===== src/rtl/cfg_pkg.sv =====
// Shared command codes and sequencer states for the configuration controller.
package cfg_pkg;
    typedef enum logic [2:0] {
        OP_NOP       = 3'd0,
        OP_SET_START = 3'd1,
        OP_SET_STOP  = 3'd2,
        OP_FLASH     = 3'd3,
        OP_SET_COUNT = 3'd4,
        OP_BUS       = 3'd5,
        OP_SCRUB     = 3'd6,
        OP_ABORT     = 3'd7
    } op_e;

    typedef enum logic [2:0] {
        ST_IDLE,
        ST_REQ,
        ST_ISSUE,
        ST_WAIT,
        ST_BUS_POP,
        ST_BUS_GAP
    } seq_e;
endpackage


===== src/rtl/cfg_scrub_timer.sv =====
// Scrub interval timer. It reloads with the period when a flash pass ends and
// counts down while scrubbing is on. It fires in the cycle the count reaches
// one, so the next pass starts exactly period cycles after the end of the
// previous one. It assumes the period is nonzero whenever run is high.
module cfg_scrub_timer #(
    parameter int PER_W = 16
) (
    input  logic             clk,
    input  logic             rst_n,
    input  logic             run,
    input  logic             restart,
    input  logic [PER_W-1:0] period,
    output logic             fire
);
    logic [PER_W-1:0] cnt;

    // Reload on pass end, count down otherwise, clear when scrubbing is off.
    always_ff @(posedge clk) begin
        if (!rst_n || !run) begin
            cnt <= '0;
        end else if (restart) begin
            cnt <= period;
        end else if (cnt != '0) begin
            cnt <= cnt - 1'b1;
        end
    end

    // Fire as the last count of the interval elapses.
    assign fire = run && (cnt == {{(PER_W-1){1'b0}}, 1'b1});
endmodule


===== src/rtl/cfg_byte_port.sv =====
// Drives the byte-wide configuration port. A byte strobed in appears on the
// data lines at once, and the port clock pulses high for one cycle in the
// following cycle. It assumes strobes are at least two cycles apart. Flush
// cancels a pending pulse.
module cfg_byte_port (
    input  logic       clk,
    input  logic       rst_n,
    input  logic       flush,
    input  logic       stb,
    input  logic [7:0] din,
    output logic       cfg_clk,
    output logic [7:0] cfg_data
);
    logic pend;

    // Latch the byte, then raise the port clock one cycle later.
    always_ff @(posedge clk) begin
        if (!rst_n) begin
            pend     <= 1'b0;
            cfg_clk  <= 1'b0;
            cfg_data <= '0;
        end else if (flush) begin
            pend    <= 1'b0;
            cfg_clk <= 1'b0;
        end else begin
            cfg_clk <= pend;
            pend    <= stb;
            if (stb) cfg_data <= din;
        end
    end

    assert_clk_single_R4: assert property (@(posedge clk) disable iff (!rst_n)
        cfg_clk |=> !cfg_clk);
    assert_data_hold_R4: assert property (@(posedge clk) disable iff (!rst_n)
        cfg_clk |-> $stable(cfg_data));
endmodule


===== src/rtl/cfg_stream_ctrl.sv =====
// Configuration load and scrub controller. It decodes commands, keeps the
// flash range and the bus count, and runs one sequencer for both sources.
// Flash: request, wait for ownership, then one read per address, taking data
// on valid and not busy. Bus: pop the first-word fall-through FIFO until the
// count is used up. It assumes the arbiter keeps the grant while fl_req stays
// high.
module cfg_stream_ctrl
    import cfg_pkg::*;
#(
    parameter int ADDR_W   = 16,
    parameter int CNT_W    = 16,
    parameter int PER_W    = 16,
    parameter int OWN_W    = 2,
    parameter int OWNER_ID = 1,
    localparam int ARG_W   = (ADDR_W > CNT_W) ? ((ADDR_W > PER_W) ? ADDR_W : PER_W)
                                              : ((CNT_W > PER_W) ? CNT_W : PER_W)
) (
    input  logic              clk,
    input  logic              rst_n,
    input  logic              cmd_valid,
    input  logic [2:0]        cmd_op,
    input  logic [ARG_W-1:0]  cmd_arg,
    output logic              fl_req,
    input  logic [OWN_W-1:0]  fl_owner,
    output logic              fl_rd,
    output logic [ADDR_W-1:0] fl_addr,
    input  logic [7:0]        fl_data,
    input  logic              fl_valid,
    input  logic              fl_busy,
    input  logic              fifo_empty,
    input  logic [7:0]        fifo_data,
    output logic              fifo_rd,
    output logic              cfg_clk,
    output logic [7:0]        cfg_data,
    output logic              st_busy,
    output logic              st_done
);
    localparam logic [OWN_W-1:0] MY_ID = OWN_W'(OWNER_ID);

    seq_e              state;
    logic [ADDR_W-1:0] start_r, stop_r, cur;
    logic [CNT_W-1:0]  count_r, remain;
    logic [PER_W-1:0]  period_r;
    logic              scrub_on, scrub_due, fire;
    op_e               op;
    logic              abort, scrub_off, grant, fl_take, bus_take, pass_end;

    // Command decode and handshake conditions.
    always_comb begin
        op        = op_e'(cmd_op);
        abort     = cmd_valid && (op == OP_ABORT);
        scrub_off = cmd_valid && (op == OP_SCRUB) && (cmd_arg[PER_W-1:0] == '0);
        grant     = (fl_owner == MY_ID);
        fl_take   = (state == ST_WAIT) && fl_valid && !fl_busy;
        bus_take  = (state == ST_BUS_POP) && !fifo_empty && !abort;
        pass_end  = fl_take && (cur == stop_r);
    end

    assign fl_req  = (state == ST_REQ) || (state == ST_ISSUE) || (state == ST_WAIT);
    assign fl_rd   = (state == ST_ISSUE);
    assign fl_addr = cur;
    assign fifo_rd = bus_take;
    assign st_busy = (state != ST_IDLE);

    // Sequencer: command intake in idle, then the flash or bus transfer loop.
    always_ff @(posedge clk) begin
        if (!rst_n) begin
            state     <= ST_IDLE;
            start_r   <= '0;
            stop_r    <= '0;
            count_r   <= '0;
            remain    <= '0;
            cur       <= '0;
            period_r  <= '0;
            scrub_on  <= 1'b0;
            scrub_due <= 1'b0;
            st_done   <= 1'b0;
        end else if (abort) begin
            state     <= ST_IDLE;
            scrub_on  <= 1'b0;
            scrub_due <= 1'b0;
            st_done   <= 1'b0;
        end else begin
            st_done <= 1'b0;
            if (fire) scrub_due <= 1'b1;
            case (state)
                ST_IDLE: begin
                    if (cmd_valid) begin
                        case (op)
                            OP_SET_START: start_r <= cmd_arg[ADDR_W-1:0];
                            OP_SET_STOP:  stop_r  <= cmd_arg[ADDR_W-1:0];
                            OP_SET_COUNT: count_r <= cmd_arg[CNT_W-1:0];
                            OP_FLASH: begin
                                cur   <= start_r;
                                state <= ST_REQ;
                            end
                            OP_BUS: begin
                                if (count_r == '0) begin
                                    st_done <= 1'b1;
                                end else begin
                                    remain <= count_r;
                                    state  <= ST_BUS_POP;
                                end
                            end
                            OP_SCRUB: begin
                                if (cmd_arg[PER_W-1:0] != '0) begin
                                    scrub_on  <= 1'b1;
                                    period_r  <= cmd_arg[PER_W-1:0];
                                    scrub_due <= 1'b0;
                                    cur       <= start_r;
                                    state     <= ST_REQ;
                                end
                            end
                            default: ;
                        endcase
                    end else if (scrub_on && (fire || scrub_due)) begin
                        scrub_due <= 1'b0;
                        cur       <= start_r;
                        state     <= ST_REQ;
                    end
                end
                ST_REQ:   if (grant) state <= ST_ISSUE;
                ST_ISSUE: state <= ST_WAIT;
                ST_WAIT: begin
                    if (pass_end) begin
                        state   <= ST_IDLE;
                        st_done <= 1'b1;
                    end else if (fl_take) begin
                        cur   <= cur + 1'b1;
                        state <= ST_ISSUE;
                    end
                end
                ST_BUS_POP: begin
                    if (bus_take) begin
                        remain <= remain - 1'b1;
                        if (remain == {{(CNT_W-1){1'b0}}, 1'b1}) begin
                            state   <= ST_IDLE;
                            st_done <= 1'b1;
                        end else begin
                            state <= ST_BUS_GAP;
                        end
                    end
                end
                ST_BUS_GAP: state <= ST_BUS_POP;
                default:    state <= ST_IDLE;
            endcase
            if (scrub_off) begin
                scrub_on  <= 1'b0;
                scrub_due <= 1'b0;
            end
        end
    end

    cfg_scrub_timer #(.PER_W(PER_W)) u_timer (
        .clk     (clk),
        .rst_n   (rst_n),
        .run     (scrub_on),
        .restart (pass_end),
        .period  (period_r),
        .fire    (fire)
    );

    cfg_byte_port u_port (
        .clk      (clk),
        .rst_n    (rst_n),
        .flush    (abort),
        .stb      (fl_take || bus_take),
        .din      (fl_take ? fl_data : fifo_data),
        .cfg_clk  (cfg_clk),
        .cfg_data (cfg_data)
    );

    assert_rd_granted_R2: assert property (@(posedge clk) disable iff (!rst_n)
        fl_rd |-> (fl_owner == MY_ID));
    assert_no_pop_empty_R5: assert property (@(posedge clk) disable iff (!rst_n)
        fifo_rd |-> !fifo_empty);
    assert_done_ends_busy_R6: assert property (@(posedge clk) disable iff (!rst_n)
        st_done |-> !st_busy);
    assert_abort_quiet_R8: assert property (@(posedge clk) disable iff (!rst_n)
        (cmd_valid && cmd_op == 3'd7) |=> (!st_busy && !fl_req && !cfg_clk));
endmodule


===== config.mk =====
export PLATFORM = sky130hd
export DESIGN_NAME = cfg_stream_ctrl
export DESIGN_NICKNAME = d
export VERILOG_FILES = /design/src/rtl/cfg_pkg.sv /design/src/rtl/cfg_scrub_timer.sv /design/src/rtl/cfg_byte_port.sv /design/src/rtl/cfg_stream_ctrl.sv
export SDC_FILE = /design/constraint.sdc
export NUM_CORES = 1
export LEC_CHECK = 0
export CORE_MARGIN = 3
export CORE_UTILIZATION = 50
export CTS_BUF_LIST = sky130_fd_sc_hd__clkbuf_16
export DETAILED_ROUTE_END_ITERATION = 12
export MAX_ROUTING_LAYER = met4
export PLACE_DENSITY = 0.72
export SYNTH_ARGS = -nofsm -noshare
export SYNTH_HDL_FRONTEND = slang
export SYNTH_SLANG_ARGS = --single-unit

===== constraint.sdc =====
create_clock -name clk -period 4.8 [get_ports clk]
set_input_delay 0.72 -clock clk [delete_from_list [all_inputs] [get_ports clk]]
set_output_delay 0.72 -clock clk [all_outputs]
set_load 0.01 [all_outputs]

==> results.txt, run 1 <==
The run finished with clean final reports. The count of endpoints failing hold in the final timing report came out at 0. The cell at the slowest stage of the critical path is sky130_fd_sc_hd__and4_1. The number of global-route vias before repair is approximately 5.7k. The largest family of logic cells by synthesized area is simple AND/OR/NAND/NOR gates. The count of cell types in the netlist came out at between 50 and 60. The source of the worst register-to-register timing path is u_timer.cnt[1]. The core footprint came out at about 12000 sq um. In the final routed layout, each cell accounts on average for 17.66 um. The mapped cell area came out at roughly 6500 sq um. The hold-critical path depth is 2.

The power density over the cells came out at roughly 380 nW/um^2. The area of the die is 14360 sq um. The overall fraction of global-route tracks in use came out at approximately a quarter.

The worst min-delay path class is reg -> reg. The worst hold path terminates at period_r[6]. STA classifies the critical path endpoint as a register. The tree is rooted in a sky130_fd_sc_hd__clkbuf_16. Setup repair after global routing left no endpoint under its margin. For the worst setup path, the data required time is 5160 ps. The number of primary I/O pins came out at 73. The wire length of the first global-routing pass is roughly 29000 um. The summed negative setup slack over all endpoints is 0 ps. Clock tree synthesis inserted a total of 17 buffers. Data on the critical path arrives at its endpoint at between 3000 and 4000 ps. After legalization and detailed placement, the total HPWL measured about 12000 um. Counting flops with a built-in enable in the synthesized netlist gives 0. Based on the critical path, the design can be clocked at up to approximately 310 MHz. The worst setup path is launched from an input port. The worst register-to-register path has a setup slack of ~1800 ps. Summed over all cells, the static leakage comes to approximately 3.2 nW.

The endpoint of the worst register-to-register path is fl_addr[8]. Traced cell by cell, the critical path runs through clkdlybuf4s50_1 > nor2b_1 > and4_1 > a21o_1 > or2_1 > or2_1 > o221a_2. The area share of and/or/nand/nor cells after synthesis came out at between 20% and 30%.

The slew of the pin with the lowest slew margin is 947.0 ps. The post-synthesis average cell area came out at 8.179 sq um. The cell depth of the worst flop-to-flop path came out at 8. Among all flip-flop cells after synthesis, the most frequent one is sky130_fd_sc_hd__dfxtp_1. In the detailed route, the total length drawn on met2 is roughly 8200 um. The count of nets after finishing came out at slightly below 900. The register area share after synthesis came out at ~40%. The number of search-and-repair iterations in the first detailed-routing pass is 5. Global routing finished with a remaining overflow of 0. For this run, the share of the core covered by cells in the final layout is between 60% and 70%. The number of input and output port buffers inserted is between 70 and 80. The relative area change from synthesis to final layout came out at 22.99%. The total nets after synthesis is 841. The count of endpoints failing setup in the final report came out at 0. The detail route stage leaves a number of antenna-violating nets equal to 0. The initial antenna violation count came to 0. The startpoint identified for the worst hold timing path is period_r[6]. The clock latency on the worst-skew pair is approximately 420 ps.

In the layout the commonest cells are sky130_fd_sc_hd__dfxtp_1 (128), sky130_fd_sc_hd__nor2_1 (121), sky130_fd_sc_hd__nand2_1 (84), sky130_fd_sc_hd__clkdlybuf4s50_1 (72), sky130_fd_sc_hd__a21oi_1 (63). The relative slew slack came out at between 30% and 40%. The filler cell count in the final layout came out at approximately 1.1k.

The number of cells produced by synthesis is between 700 and 800. Using the TritonRoute via totals, the vias-per-cell ratio works out to 5.921. The proportion of register bits with asynchronous set or reset after synthesis is 0%. The adder-cell area share of the yosys netlist came out at 1.159%. The fraction of the cycle the final worst path needs is 67.67%. The met1 wire length is around 8200 um. The cell row count is 40. Grouping stages by cell kind, the critical path spends the most delay in simple AND/OR/NAND/NOR gates. The overall die width is approximately 120 um. The total number of clock tree sinks is between 100 and 150. The number of warnings reported in the yosys synthesis log came out at 0. The number of gates given a new drive strength after cts is 0.

The number of DRC markers in iteration 0 came out at 563. TritonCTS built the clock tree. The antenna diode count came out at 0.

Leaving out fill and tap cells, the most frequent cell in the layout is sky130_fd_sc_hd__dfxtp_1. The final count of pins violating max slew is 0. The maximum count of clock buffers along a single path is 2. The buffers plus inverters on the worst setup path came out at 1. The DRC violation count after routing is 0.

The number of setup buffers added after CTS is 0. The stage delay of the slowest cell on the critical path is 650 ps. The via count of the routed design is between 6k and 7k. The overall routed net length came out at ~18000 um. Summed over all instances, the cell type with the most area after synthesis is sky130_fd_sc_hd__dfxtp_1. Wire segments on met3 add up to 1285 um in the final route. The worst path needs around 3200 ps of the cycle, external delays included. The largest net degree at the start of global routing is 67.

The xor and xnor fraction of the mapped netlist area came out at under 10%. The proportion of netlist area held by the largest area contributor is about two fifths. The maximum resistive drop on vdd came out at ~0.28 mV.

The number of levels the H-tree was split into is 4. The maximum fanout along the worst path came out at 18. The highest metal layer used by the detailed router is met4. The start point of the critical path is cmd_op[2].

The routability congestion estimate is 0.8872. The clock transition at the registers of the reported paths is roughly 60 ps. Synthesis inferred roughly 130 register bits. The critical path is of the in -> reg type. The fraction of final layout cells sized beyond drive strength 1 is slightly above 7%. The post-route clock skew is about 7.0 ps. The multiplexer share of the synthesized area is between 9 and 10%. Hold repair after CTS inserted 0 buffers.

The fraction of the mapped netlist area in compound gates came out at between 10% and 20%. The overall die height is between 100 and 150 um. By area the synthesized netlist is led by sky130_fd_sc_hd__dfxtp_1 (40%), sky130_fd_sc_hd__mux2i_1 (9.1%), sky130_fd_sc_hd__nor2_1 (7.0%). The max-capacitance violation count is 0. The effective utilization at floorplan is 52.61%. Among the stages of the critical path, the cell type that occurs most often is sky130_fd_sc_hd__or2_1.
-- synth_stat cells (3+ instances only) --
cell	count
sky130_fd_sc_hd__dfxtp_1	128
sky130_fd_sc_hd__nor2_1	121
sky130_fd_sc_hd__nand2_1	84
sky130_fd_sc_hd__a21oi_1	63
sky130_fd_sc_hd__mux2i_1	59
sky130_fd_sc_hd__clkbuf_1	35
sky130_fd_sc_hd__nand3_1	26
sky130_fd_sc_hd__nor4_1	23
sky130_fd_sc_hd__o21ai_0	21
sky130_fd_sc_hd__nor3_1	19
sky130_fd_sc_hd__xor2_1	17
sky130_fd_sc_hd__xnor2_1	13
sky130_fd_sc_hd__nand4_1	12
sky130_fd_sc_hd__o31ai_1	12
sky130_fd_sc_hd__buf_2	11
sky130_fd_sc_hd__or3_1	11
sky130_fd_sc_hd__inv_1	10
sky130_fd_sc_hd__o311ai_0	10
sky130_fd_sc_hd__a311oi_1	9
sky130_fd_sc_hd__and2_1	7
sky130_fd_sc_hd__and4_1	7
sky130_fd_sc_hd__ha_1	6
sky130_fd_sc_hd__nand3b_1	6
sky130_fd_sc_hd__a31oi_1	5
sky130_fd_sc_hd__buf_1	5
sky130_fd_sc_hd__nor2b_1	5
sky130_fd_sc_hd__nor3b_1	5
sky130_fd_sc_hd__o21a_1	5
sky130_fd_sc_hd__o221a_2	5
sky130_fd_sc_hd__or2_2	5
sky130_fd_sc_hd__a211oi_1	4
sky130_fd_sc_hd__a21o_1	4
sky130_fd_sc_hd__and3_1	4
sky130_fd_sc_hd__nand2b_1	4
sky130_fd_sc_hd__a211o_1	3
sky130_fd_sc_hd__a41oi_1	3
-- worst max path at each step --
stage / end / slack (ps) / cells past startpoint
6_report: fl_addr[8] / 1550 / 7
5_1_grt: fl_addr[3] / 1390 / 7
4_1_cts: fl_addr[8] / 1630 / 7
3_5_place_dp: fl_addr[8] / 1220 / 7
3_3_place_gp: fl_addr[0] / 1330 / 7
2_1_floorplan: fl_addr[14] / 2200 / 11
-- cells by family (layout without fill, tap and decap cells) --
group,Yosys count,in the layout
AND/OR/NAND/NOR,351,351
AO/OA/AOI/OAI,154,154
flip-flops,128,128
buffers and inverters,63,127
multiplexers,60,60
XOR/XNOR,30,30
adder cells (fa/ha/maj),6,6
-- sequential cells by signal (all words and copies together) (netlist names) --
| register | cells |
|---|---|
| st_done | 1 |
| period_r | 16 |
| remain | 16 |
| scrub_on | 1 |
| scrub_due | 1 |
| u_timer.cnt | 16 |
| u_port.cfg_clk | 1 |
| start_r | 16 |
| u_port.cfg_data | 8 |
| u_port.pend | 1 |
| count_r | 16 |
| state | 3 |
| stop_r | 16 |
| fl_addr | 16 |
-- stage by stage --
stage / hold WS, ps / cells / setup WS (ps) / area [sq um] / total power [mW]
global placement: 446.2 / 992 / 1326 / 7300 / 1.542
finish: 460.9 / 1024 / 1552 / 7966 / 3.002
CTS: 460.3 / 1024 / 1628 / 7966 / 3.010
floorplan: 436.0 / 792 / 2197 / 6477 / 1.397
detailed placement: 451.2 / 992 / 1218 / 7300 / 1.552
global route: 470.2 / 1024 / 1388 / 7966 / 3.098
-- power breakdown --
part	internal [mW]	switching [mW]
combinational	0.165	0.238
clock	0.972	0.492
sequential	1.10	0.0393
total	2.23	0.769
-- layer usage --
layer | GRT usage [%] | up-vias
li1 | - | 2936
met1 | 34.89 | 2854
met2 | 39.90 | 236
met3 | 5.655 | 37
met4 | 8.375 | 0
met5 | - | -
-- tightest hold or removal path, cell delays in order, from the launching register on --
cell and delay (ps):
sky130_fd_sc_hd__dfxtp_1 310, sky130_fd_sc_hd__nand2_1 50, sky130_fd_sc_hd__a21oi_1 50
-- final cells by class --
type                       instances  area, sq um  share of cell area [%]
multi-input combinational        601         3662                   45.97
sequential                       128         2562                   32.17
timing repair buffer              84        823.3                   10.33
clock buffer                      17        425.4                   5.340
clock inverter                    15        241.5                   3.031
tap                              168        210.2                   2.639
inverter                          11        41.29                  0.5183
No activity file was read; power rests on OpenSTA's default activity.
==> run 2, diff against run 1 <==
clock period = 3.05 ns   (was 4.8 ns; I/O delays follow)
==> results.txt, run 2 (same netlist as run 1, synthesis figures left out) <==
The flow ran to the end, and the final reports show no timing, DRC or antenna violations. The cell depth of the worst flop-to-flop path came to 10 (+2). The number of gates given a new drive strength after cts came out at 0 (unchanged). Static timing analysis puts the maximum clock frequency at 364.5 MHz.

The power density over the cells is 557.1 nW/um^2 (+48%). The clock latency on the worst-skew pair came out at 420 ps (about the same). The filler cell count in the final layout came out at 1052 (-2.2%). The largest net degree at the start of global routing came to 61 (-9.0%). The detailed placer's ending HPWL came out at 13050 um (+5.3%). The count of endpoints failing hold in the final timing report is 0 (unchanged).

The total net switching power came out at 1.214 mW (+58%). The critical path goes through nor2_1 > nand2_1 > nor3_1 > clkdlybuf4s50_1. The wire length of the first global-routing pass is 30070 um (+2.6%). The static leakage is 3.287 nW (+2.8%). The type of destination of the critical path is a primary output. The number of global-route vias before repair is 5822 (+1.6%).

The overall die height came out at 119.8 um (unchanged). The initial antenna violation count is 0 (unchanged). The maximum resistive drop on vdd came out at 0.3379 mV (+22%).

The total congestion overflow came to 0 (unchanged). TritonCTS built the clock tree. The number of DRC markers in iteration 0 came out at 635 (+13%). The slew of the pin with the lowest slew margin is 751.6 ps (-195.4 ps). The hold-critical path depth came out at 2 (unchanged).

The max-capacitance violation count was 0 (unchanged). The start-to-end type of the worst setup path is reg -> out. The routability congestion estimate is 0.8788 (-0.95%). The worst setup path is launched from a register. The fraction of the core area covered by cells at the end of the flow came to 65.72% (+1.0 points). The count of nets after finishing came out at 918 (+2.9%). The core footprint is 12310 sq um (unchanged). The ratio of routed vias to standard cells came out at 5.928 (+0.11%). Setup repair after global routing left no endpoint under its margin.

The fraction of final layout cells sized beyond drive strength 1 is 9.864% (+2.6 points). The overall die width came out at 119.8 um (unchanged). The maximum count of clock buffers along a single path was 2 (unchanged).

The shortest clock period the worst path allows after layout is between 2000 and 3000 ps. The logic gate share of total power is 15.0% (+1.6 points). The power share of the clock group came out at 45.3% (-3.5 points). The cell at the slowest stage of the critical path is sky130_fd_sc_hd__clkdlybuf4s50_1. The number of CTS-inserted buffers is 17 (unchanged). The DRC violation count after routing came to 0 (unchanged). The share of total power in sequential cells is 39.7% (+1.9 points). The summed negative setup slack over all endpoints came to 0 ps (unchanged).

The number of search-and-repair iterations in the first detailed-routing pass is 5 (unchanged). The antenna diode count came out at 0 (unchanged). The cell row count is 40 (unchanged).

The buffers plus inverters on the worst setup path came out at 1 (unchanged). The total number of clock tree sinks is 128 (unchanged). The cell count along the critical path came out at 4 (-3). The number of hold buffers added after cts is 0 (unchanged).

The endpoint required time on the critical path came out at 2590 ps (-2570 ps). The effective utilization at floorplan was 52.61% (unchanged). The net switching share of the total power came out at 26.93% (+1.3 points). The remaining antenna violation count came out at 0 (unchanged). The number of primary I/O pins came out at 73 (unchanged).

The via count of the routed design was 6224 (+2.7%). The post-CTS setup buffer count is 0 (unchanged). The relative slew slack came out at 49.59% (+14 points).

The family of cells with the greatest summed delay on the critical path is simple AND/OR/NAND/NOR gates. The number of levels the H-tree was split into is 4 (unchanged). The root buffer cell chosen for the clock tree is sky130_fd_sc_hd__clkbuf_16. The overall routed net length is 18610 um (+2.9%). The routed length per instance is 17.72 um (+0.32%). In the layout the commonest cells are sky130_fd_sc_hd__dfxtp_1 (128), sky130_fd_sc_hd__nor2_1 (121), sky130_fd_sc_hd__nand2_1 (84), sky130_fd_sc_hd__clkdlybuf4s50_1 (72), sky130_fd_sc_hd__a21oi_1 (63).

The count of endpoints failing setup in the final report came out at 0 (unchanged). The most frequent standard cell in the layout excluding fill and tap cells is sky130_fd_sc_hd__dfxtp_1. Of the available clock period, the critical path in the final layout requires roughly 90%. The maximum fanout along the worst path is 10 (-8).

The overall fraction of global-route tracks in use was 26.94% (+0.78 points). The stage delay of the slowest cell on the critical path is 610 ps (-40 ps). The arrival time of data at the critical path endpoint is 2290 ps (-1320 ps). The post-route clock skew was 7.738 ps (+0.7067 ps). The number of input and output port buffers inserted came to 72 (unchanged).

The clock transition at the registers of the reported paths came out at 60 ps (about the same). The area of the die is 14360 sq um (unchanged). The relative area change from synthesis to final layout is 24.92%.

The internal power of the cells is 3.294 mW (+47%). The final count of pins violating max slew came out at 0 (unchanged). The worst min-delay path class is reg -> reg.
==> run 2: through the flow <==
step           setup slack, ps  cell area [sq um]  total power [mW]  hold slack, ps  cells
2_1_floorplan            709.7               6477             2.199           436.0    792
3_3_place_gp             136.3               7495             2.467           444.7   1018
3_5_place_dp             64.79               7495             2.487           447.0   1018
4_1_cts                  331.7               8092             4.513           455.9   1050
5_1_grt                  196.5               8092             4.664           475.1   1050
6_report                 306.4               8092             4.508           454.7   1050
==> run 2: final timing paths <==
| path | endpoint | start | slack (ps) |
|---|---|---|---|
| worst min register to register | period_r[13] | period_r[13] | 450 |
| worst max-delay path | fifo_rd | state[0] | 310 |
| worst max register to register | fl_addr[12] | u_timer.cnt[0] | 380 |
| worst min-delay path | period_r[13] | period_r[13] | 450 |
==> run 2: final cells by class <==
type                            count  area (sq um)  share of cell area (%)
Clock inverter                     15         171.4                   2.118
Multi-Input combinational cell    601          3662                   45.26
Inverter                           11         41.29                  0.5103
Timing Repair Buffer              110          1018                   12.59
Sequential cell                   128          2562                   31.67
Clock buffer                       17         425.4                   5.257
Tap cell                          168         210.2                   2.598
==> run 2: layer usage <==
metal	track usage, %	share of wire, %	vias to the layer above
li1	-	-	2999
met1	36.33	45	2938
met2	40.47	46	247
met3	5.561	6.4	40
met4	9.234	2.3	0
met5	-	0	-
==> run 2: power groups by stage <==
stage	combinational, mW	sequential (mW)	clock (mW)
after floorplan	0.399	1.80	0
after global placement	0.646	1.82	0
after detailed placement	0.662	1.82	0
after CTS	0.665	1.79	2.06
after global routing	0.727	1.80	2.14
final	0.677	1.79	2.04
==> run 2: worst min-delay path, delay by kind of cell, from the launching register on <==
| family | cells | cell delay, ps |
|---|---|---|
| AOI/OAI and AO/OA | 1 | 50 |
| and+or+nand+nor | 1 | 50 |
| DFF | 1 | 310 |
